**config.mk**
```make
export PLATFORM = sky130hd
export DESIGN_NAME = fracn_loop_divider
export DESIGN_NICKNAME = d
export VERILOG_FILES = /design/src/rtl/fnd_pkg.sv /design/src/rtl/fnd_cfg.sv /design/src/rtl/fnd_accum.sv /design/src/rtl/fnd_counter.sv /design/src/rtl/fracn_loop_divider.sv
export SDC_FILE = /design/constraint.sdc
export NUM_CORES = 1
export LEC_CHECK = 0
export BUFFER_PORTS_ARGS = -buffer_cell sky130_fd_sc_hd__buf_2
export CORE_ASPECT_RATIO = 1.2
export CORE_MARGIN = 3
export CORE_UTILIZATION = 51
export CTS_CLUSTER_SIZE = 30
export DETAILED_ROUTE_END_ITERATION = 6
export PLACE_DENSITY_LB_ADDON = 0.25
export SYNTH_ARGS = -nofsm -noshare
export SYNTH_HDL_FRONTEND = slang
export SYNTH_SLANG_ARGS = --single-unit
export TNS_END_PERCENT = 5
```
**constraint.sdc**
```tcl
create_clock -name clk -period 4.2 [get_ports clk]
set_clock_uncertainty 0.2 [all_clocks]
set_input_delay 0 -clock clk [delete_from_list [all_inputs] [get_ports clk]]
set_output_delay 0 -clock clk [all_outputs]
set_load 0.02 [all_outputs]
```
**src/rtl/fnd_pkg.sv**
```systemverilog
package fnd_pkg;

    // Mode state machine: integer division or fractional synthesis
    typedef enum logic [0:0] {
        MODE_INT  = 1'b0,
        MODE_FRAC = 1'b1
    } mode_e;

    // Divide counter state machine
    typedef enum logic [0:0] {
        DIV_START = 1'b0,
        DIV_RUN   = 1'b1
    } div_state_e;

endpackage

```
**src/rtl/fnd_cfg.sv**
```systemverilog
module fnd_cfg
    import fnd_pkg::*;
#(
    parameter int unsigned INT_W  = 6,
    parameter int unsigned FRAC_W = 16
) (
    input  logic              clk,
    input  logic              rst,
    input  logic              frac_en,
    input  logic [FRAC_W-1:0] frac_word,
    input  logic              dither_off,
    input  logic [INT_W-1:0]  int_factor,
    output logic              frac_mode,
    output logic [FRAC_W-1:0] frac_lat,
    output logic              dith_lat,
    output logic [INT_W-1:0]  n_eff,
    output logic              cfg_err
);

    mode_e             mode_q;
    mode_e             mode_d;
    logic [FRAC_W-1:0] frac_q;
    logic              dith_q;
    logic              capture;
    logic              zero_n;
    logic              forbidden_n;

    // State register
    always_ff @(posedge clk) begin
        if (rst) begin
            mode_q <= MODE_INT;
        end else begin
            mode_q <= mode_d;
        end
    end

    // Next-state logic
    always_comb begin
        mode_d  = mode_q;
        capture = 1'b0;
        unique case (mode_q)
            MODE_INT: begin
                if (frac_en) begin
                    mode_d  = MODE_FRAC;
                    capture = 1'b1;
                end
            end
            MODE_FRAC: begin
                if (!frac_en) begin
                    mode_d = MODE_INT;
                end
            end
            default: mode_d = MODE_INT;
        endcase
    end

    // Fraction and dither capture on entry to fractional mode
    always_ff @(posedge clk) begin
        if (rst) begin
            frac_q <= '0;
            dith_q <= 1'b0;
        end else if (capture) begin
            frac_q <= frac_word;
            dith_q <= ~dither_off;
        end
    end

    // Outputs
    always_comb begin
        zero_n      = (int_factor == '0);
        forbidden_n = (int_factor == INT_W'(5)) ||
                      (int_factor == INT_W'(6)) ||
                      (int_factor == INT_W'(7));
        frac_mode   = (mode_q == MODE_FRAC);
        frac_lat    = frac_q;
        dith_lat    = dith_q;
        n_eff       = zero_n ? INT_W'(1) : int_factor;
        cfg_err     = zero_n || (frac_mode && forbidden_n);
    end

endmodule

```
**src/rtl/fnd_accum.sv**
```systemverilog
module fnd_accum #(
    parameter int unsigned FRAC_W = 16
) (
    input  logic              clk,
    input  logic              rst,
    input  logic              clear,
    input  logic              step,
    input  logic [FRAC_W-1:0] frac_lat,
    input  logic              dith_lat,
    output logic              carry,
    output logic [FRAC_W:0]   acc_value
);

    localparam int unsigned ACC_W = FRAC_W + 1;

    logic [ACC_W-1:0] acc_q;
    logic [ACC_W-1:0] incr;
    logic [ACC_W:0]   sum;

    // The fraction fills the upper bits, the dither bit is the half-step LSB
    assign incr = {frac_lat, dith_lat};
    assign sum  = {1'b0, acc_q} + {1'b0, incr};

    always_ff @(posedge clk) begin
        if (rst || clear) begin
            acc_q <= '0;
        end else if (step) begin
            acc_q <= sum[ACC_W-1:0];
        end
    end

    assign carry     = sum[ACC_W];
    assign acc_value = acc_q;

endmodule

```
**src/rtl/fnd_counter.sv**
```systemverilog
module fnd_counter
    import fnd_pkg::*;
#(
    parameter int unsigned INT_W = 6
) (
    input  logic             clk,
    input  logic             rst,
    input  logic [INT_W-1:0] base_div,
    input  logic             extra,
    output logic             pulse
);

    localparam int unsigned DIV_W = INT_W + 1;

    div_state_e       st_q;
    div_state_e       st_d;
    logic [DIV_W-1:0] cnt_q;
    logic [DIV_W-1:0] cnt_d;
    logic [DIV_W-1:0] base_ext;

    assign base_ext = {1'b0, base_div};

    // State register
    always_ff @(posedge clk) begin
        if (rst) begin
            st_q  <= DIV_START;
            cnt_q <= '0;
        end else begin
            st_q  <= st_d;
            cnt_q <= cnt_d;
        end
    end

    // Next-state and count logic
    always_comb begin
        st_d  = st_q;
        cnt_d = cnt_q;
        unique case (st_q)
            DIV_START: begin
                st_d  = DIV_RUN;
                cnt_d = base_ext - DIV_W'(1);
            end
            DIV_RUN: begin
                if (cnt_q == '0) begin
                    cnt_d = base_ext + DIV_W'(extra) - DIV_W'(1);
                end else begin
                    cnt_d = cnt_q - DIV_W'(1);
                end
            end
            default: st_d = DIV_START;
        endcase
    end

    // Outputs
    always_comb begin
        pulse = (st_q == DIV_RUN) && (cnt_q == '0);
    end

endmodule

```
**src/rtl/fracn_loop_divider.sv**
```systemverilog
module fracn_loop_divider #(
    parameter int unsigned INT_W  = 6,
    parameter int unsigned FRAC_W = 16
) (
    input  logic              clk,
    input  logic              rst,
    input  logic [INT_W-1:0]  int_factor,
    input  logic [FRAC_W-1:0] frac_word,
    input  logic              frac_en,
    input  logic              dither_off,
    output logic              fb_pulse,
    output logic              cfg_err
);

    logic              frac_mode;
    logic [FRAC_W-1:0] frac_lat;
    logic              dith_lat;
    logic [INT_W-1:0]  n_eff;
    logic              carry;
    logic [FRAC_W:0]   acc_value;
    logic              pulse;
    logic              extra;

    fnd_cfg #(
        .INT_W  (INT_W),
        .FRAC_W (FRAC_W)
    ) u_cfg (
        .clk        (clk),
        .rst        (rst),
        .frac_en    (frac_en),
        .frac_word  (frac_word),
        .dither_off (dither_off),
        .int_factor (int_factor),
        .frac_mode  (frac_mode),
        .frac_lat   (frac_lat),
        .dith_lat   (dith_lat),
        .n_eff      (n_eff),
        .cfg_err    (cfg_err)
    );

    fnd_accum #(
        .FRAC_W (FRAC_W)
    ) u_accum (
        .clk       (clk),
        .rst       (rst),
        .clear     (~frac_mode),
        .step      (pulse & frac_mode),
        .frac_lat  (frac_lat),
        .dith_lat  (dith_lat),
        .carry     (carry),
        .acc_value (acc_value)
    );

    assign extra = frac_mode & carry;

    fnd_counter #(
        .INT_W (INT_W)
    ) u_counter (
        .clk      (clk),
        .rst      (rst),
        .base_div (n_eff),
        .extra    (extra),
        .pulse    (pulse)
    );

    assign fb_pulse = pulse;

endmodule

```
# After elaboration in Yosys (flattened, before gate mapping)
# Cells that the tools add are included.
# Widths: inputs -> output; s select.
dict set report word_totals {
  wordCells 33
  regBits 43
  output_inout_bits 2
}
dict set report classes {
  n_addsub 5
  eq_ne 3
  n_bitwise 5
  n_reduce_logical 8
  muxes 6
}
# cell count
set ops {}
lappend ops {{$add 17x17->18} 1}
lappend ops {{$eq 6x3->1 const B} 3}
lappend ops {{$pmux 7 s2} 1}
lappend ops {{$sub 7x1->7 const B} 2}
lappend ops {{$add 6x1->7} 1}
lappend ops {{$logic_not 7->1} 1}
lappend ops {{$mux 7} 1}
lappend ops {{$sub 6x1->7 const B} 1}
lappend ops {{$logic_not 6->1} 1}
lappend ops {{$mux 6} 1}
lappend ops {{$logic_or 1x1->1} 4}
lappend ops {{$mux 1} 3}
lappend ops {{$not 1->1} 3}
lappend ops {{$and 1x1->1} 2}
lappend ops {{$logic_and 1x1->1} 2}

# Logic depth before layout (Yosys ltp)
dict set report logic_depth {
  word_depth 6
  ltp_mapped 14
}

# Hierarchy
# From an unflattened synthesis, not the netlist that was laid out.
dict set report unflattened {
  hier_cells 356
  hier_area_um2 2981.6
}
# module n_inst cells_each area_each_um2 seq_area_each_um2
set by_module_without_submodules {}
lappend by_module_without_submodules {fnd_accum 1 188 1510.2 340.3}
lappend by_module_without_submodules {fnd_cfg 1 88 767.0 360.3}
lappend by_module_without_submodules {fnd_counter 1 77 688.2 160.2}
lappend by_module_without_submodules {fracn_loop_divider 1 3 16.3 0.0}

# Least setup slack after synthesis
# Ideal clock, no wire load.
dict set report synth_timing {
  kind {register to register}
  start {reg u_cfg.frac_q[5] (netlist: u_cfg.frac_lat[5])}
  end {reg u_counter.cnt_q[4]}
  synth_period_minus_slack_ns 3.143
  path_slack_ns 1.057
  required_ns 3.914
  arrival_time_ns 2.857
  setup_time_ns 0.086
  path_stages_with_launch 15
  path_cell_list {dfxtp_1 ha_1 a21o_1 a31o_2 a2111o_1 o221ai_1 a21boi_0 o221ai_1 ha_1 ha_1 nand2_1 xor2_1 a21oi_1 nor2_1 a211oi_1}
}
dict set report synth_via {
  elab_chain_len 6
}
# element line
set synth_rtl {}
lappend synth_rtl {{start, declared} fnd_cfg.sv:22} ;# logic [FRAC_W-1:0] frac_q;
lappend synth_rtl {{start signal, assigned} fnd_cfg.sv:63} ;# frac_q <= frac_word;
lappend synth_rtl {{$add 17x17->18} fnd_accum.sv:22} ;# assign sum = {1'b0, acc_q} + {1'b0, incr};
lappend synth_rtl {{$and 1x1->1} fracn_loop_divider.sv:54} ;# assign extra = frac_mode & carry;
lappend synth_rtl {{$add 6x1->7} fnd_counter.sv:45} ;# cnt_d = base_ext + DIV_W'(extra) - DIV_W'(1);
lappend synth_rtl {{$sub 7x1->7} fnd_counter.sv:45}
lappend synth_rtl {{$mux 7} fnd_counter.sv:44} ;# if (cnt_q == '0) begin
lappend synth_rtl {{$pmux 7 s2} fnd_counter.sv:38} ;# unique case (st_q)
lappend synth_rtl {{end signal, assigned} fnd_counter.sv:30} ;# cnt_q <= cnt_d;
lappend synth_rtl {{end, declared} fnd_counter.sv:17} ;# logic [DIV_W-1:0] cnt_q;
# Every way passes these cells.
# A chain may end at the register's enable or synchronous reset.

# Worst setup path in the final report
dict set report layout_timing {
  start {reg u_cfg.frac_q[5] (netlist: u_cfg.frac_lat[5])}
  end {reg u_counter.cnt_q[5]}
}
# Same word-level chain as after synthesis.

==> run metrics <==
status=finished clean; Die W=72.01 um; Pint=~0.00069 W; post-CTS setup buffer count=0; DRT iter0 DRCs=~130; Starting Density=53.22%; P_leak=1.336 nW; share of cells above drive strength 1=11.31%; CP Max Fanout=5; Synth Area in Simple Gates=a little under a quarter; total number of yosys warnings=0; DRC=0; Bufs on Longest Clock Path=2; # port buffers=27; routed len/inst=14.50 um; Layout Nets=between 400 and 500; Main synth FF type=dfxtp_1; post-synthesis adder-cell area fraction=10.61%; Max Cap Violations=0; hpwl dp=roughly 4300 um; row count=28; register area share after synthesis=around a third; mux cell area share after synthesis=around 1.9%; setup TNS=0 ns; Worst-Margin Slew=1.085 ns; Vias/cell=between 5 and 6; CTS tree=yes; Core Box Area=~0.0050 mm2; Logic pwr share=between 10% and 20%; RSZ-0062 raised after global routing=false; CTS H-tree depth=2; RePlAce Congestion=between 0.8 and 0.9; WP data required=between 4 and 5 ns; IO Count=28; Total GRT Usage=22.97%; Slew Limit Fails=0; CTS buffer count=5; kind of critical path=reg -> reg; Tcrit/Tclk final=between 90 and 100%; Cells after Synth=~340; Flop pwr share=between 40% and 50%; crit end category=flip-flop; main combinational cell family by area after synthesis=simple AND/OR/NAND/NOR gates; sw frac=a little over a quarter; global-route wire length before repair=approximately 11000 um; Slew headroom=27.52%; crit start category=flip-flop; largest net degree at the start of global routing=28; synth-to-layout area growth=22.15%; Critical Path AT=3.78 ns; diode count=0; Synth async-reset ratio=0%; VDD IR max=roughly 0.23 mV; Synthesized Nets=384; hold crit path type=in -> reg; fmax=between 0.2 and 0.3 GHz; Synth Cell Area=0.002666 mm2; Mapped Avg Cell Area=7.935 um2; Synth Area in Compound Gates=about 22%; clock slew at reported path FFs=about 0.08 ns; Die ar.=approximately 0.0061 mm2; Clock Latency Late Sink=approximately 0.30 ns; initial antenna violation count=0; count of unique library cells instantiated by Yosys=45; Remaining Overflow, GRT=0; vias in the first global route=2636; hold slack=about 0.22 ns; Final Hold Fails=0; Die Ht=85.21 um; DR pass1 iterations=4; Post-synth EDFFs=0; DRT Wirelength=6512 um; power share of the clock group=a little over a third; Period minus WS final=3.794 ns; Pwr per Cell Area=289.3 mW/mm2; Setup-failing EPs final=0; FF+latch count, synth=43; Final ANT Viol Nets=0; routed vias=2592; CTS Root Cell=clkbuf_8; Post-Synth XOR/XNOR Area=5.584%; Net Switching=0.0002474 W; TritonCTS Sinks=43
## critical path, cell delays in order (launching register included)
cell and delay, ns:
dfxtp_1 0.32, ha_1 0.36, a21o_1 0.19, a31o_2 0.27, a2111o_1 0.40, o221ai_2 0.21, a21boi_0 0.13, o221ai_1 0.16
ha_1 0.22, nor3b_1 0.24, xnor2_1 0.14, nand2_1 0.07, o211ai_1 0.12, a21oi_1 0.08, dlygate4sd3_1 0.58
## repair_timing
item / CTS / global route
hold buffers: 32 / 0
hold endpoints to repair: 26 / 0
resized for setup: 0 / 1
endpoints found under the setup margin: 0 / 1
## registers in the layout, indices dropped and copies added, names as in the netlist
register           flops
u_counter.cnt_q        7
u_counter.st_q         1
u_cfg.frac_mode        1
u_cfg.frac_lat        16
u_accum.acc_value     17
u_cfg.dith_lat         1
## power by group through the flow
stage	registers [W]	clock network, W	logic (W)
after floorplan	0.000446	0	0.000109
after global placement	0.000450	0	0.000141
after detailed placement	0.000451	0	0.000142
final	0.000441	0.000333	0.000168
after CTS	0.000441	0.000339	0.000166
after global routing	0.000444	0.000353	0.000189
## routing by layer
metal  wire (um)  global-route usage, %  up-vias
met3         253                  3.673       12
met1        2766                  26.98     1217
met5           0                      0        -
li1            -                      -     1301
met4          99                  6.496        0
met2        3393                  42.31       62
## worst paths after layout
| kind | start | endpoint | slack (ns) | depth (start not counted) |
|---|---|---|---|---|
| hold / removal | dither_off | u_cfg.dith_lat | 0.22 | 3 |
| hold reg to reg | u_accum.acc_value[8] | u_accum.acc_value[8] | 0.27 | 2 |
| setup reg to reg | u_cfg.frac_lat[5] | u_counter.cnt_q[5] | 0.41 | 14 |
| setup / recovery | u_cfg.frac_lat[5] | u_counter.cnt_q[5] | 0.41 | 14 |
## synth_stat cells, drive strengths merged (6+ instances only)
master,n,area [um2]
inv,14,52.55
ha,21,262.8
a21oi,39,195.2
xnor2,10,87.58
nor2b,6,37.54
dfxtp,43,860.8
nor2,19,71.32
nand3,14,70.07
nand2,62,240.2
a211oi,10,75.07
o21ai,14,70.07
xor2,7,61.31
clkbuf,12,45.04
o211ai,6,45.04
## placed cells by master, fill, tap and decap left out, types with 3 or more instances in the layout
cell type	Yosys	routed
clkbuf_8	0	6
a21oi_1	39	39
xnor2_1	10	10
o211ai_1	6	6
dfxtp_1	43	43
xor2_1	7	7
inv_1	14	14
dlygate4sd3_1	0	32
o21ai_0	14	14
nand2_1	61	61
nand4_1	4	4
mux2i_1	5	5
or3_1	3	3
a21o_1	3	3
nand3_1	14	14
nor2_1	19	19
ha_1	21	21
buf_2	0	27
nor3_1	5	5
o31ai_1	4	4
nor3b_1	3	3
nand2b_1	4	4
a211oi_1	10	10
nor2b_1	6	6
a31oi_1	3	3
## through the flow
step	total power, W	worst slack [ns]	cells	util [%]	area [um2]
after detailed placement	0.0005930	0.8247	409	56.14	2813
after global routing	0.0009857	0.05728	449	65.01	3257
after floorplan	0.0005546	1.057	336	-	2666
after global placement	0.0005910	0.8766	409	56.14	2813
after CTS	0.0009459	0.3571	449	64.89	3251
final	0.0009421	0.4056	449	65.01	3257
## logic make-up (layout without fill, tap and decap cells)
logic type	Yosys count	in the layout
buf+inv	29	82
xor+xnor	17	17
flops	43	43
compound gates	92	92
mux	5	5
simple gates	128	128
fa+ha+maj	22	22
## layout make-up
class,count,area (um2)
Clock inverter,2,35.03
Inverter,14,52.55
Tap cell,60,75.07
Fill cell,460,1753
Sequential cell,43,860.8
Clock buffer,6,82.58
Multi-Input combinational cell,264,1688
Timing Repair Buffer,60,462.9
Power figures use the tool's default switching activity.
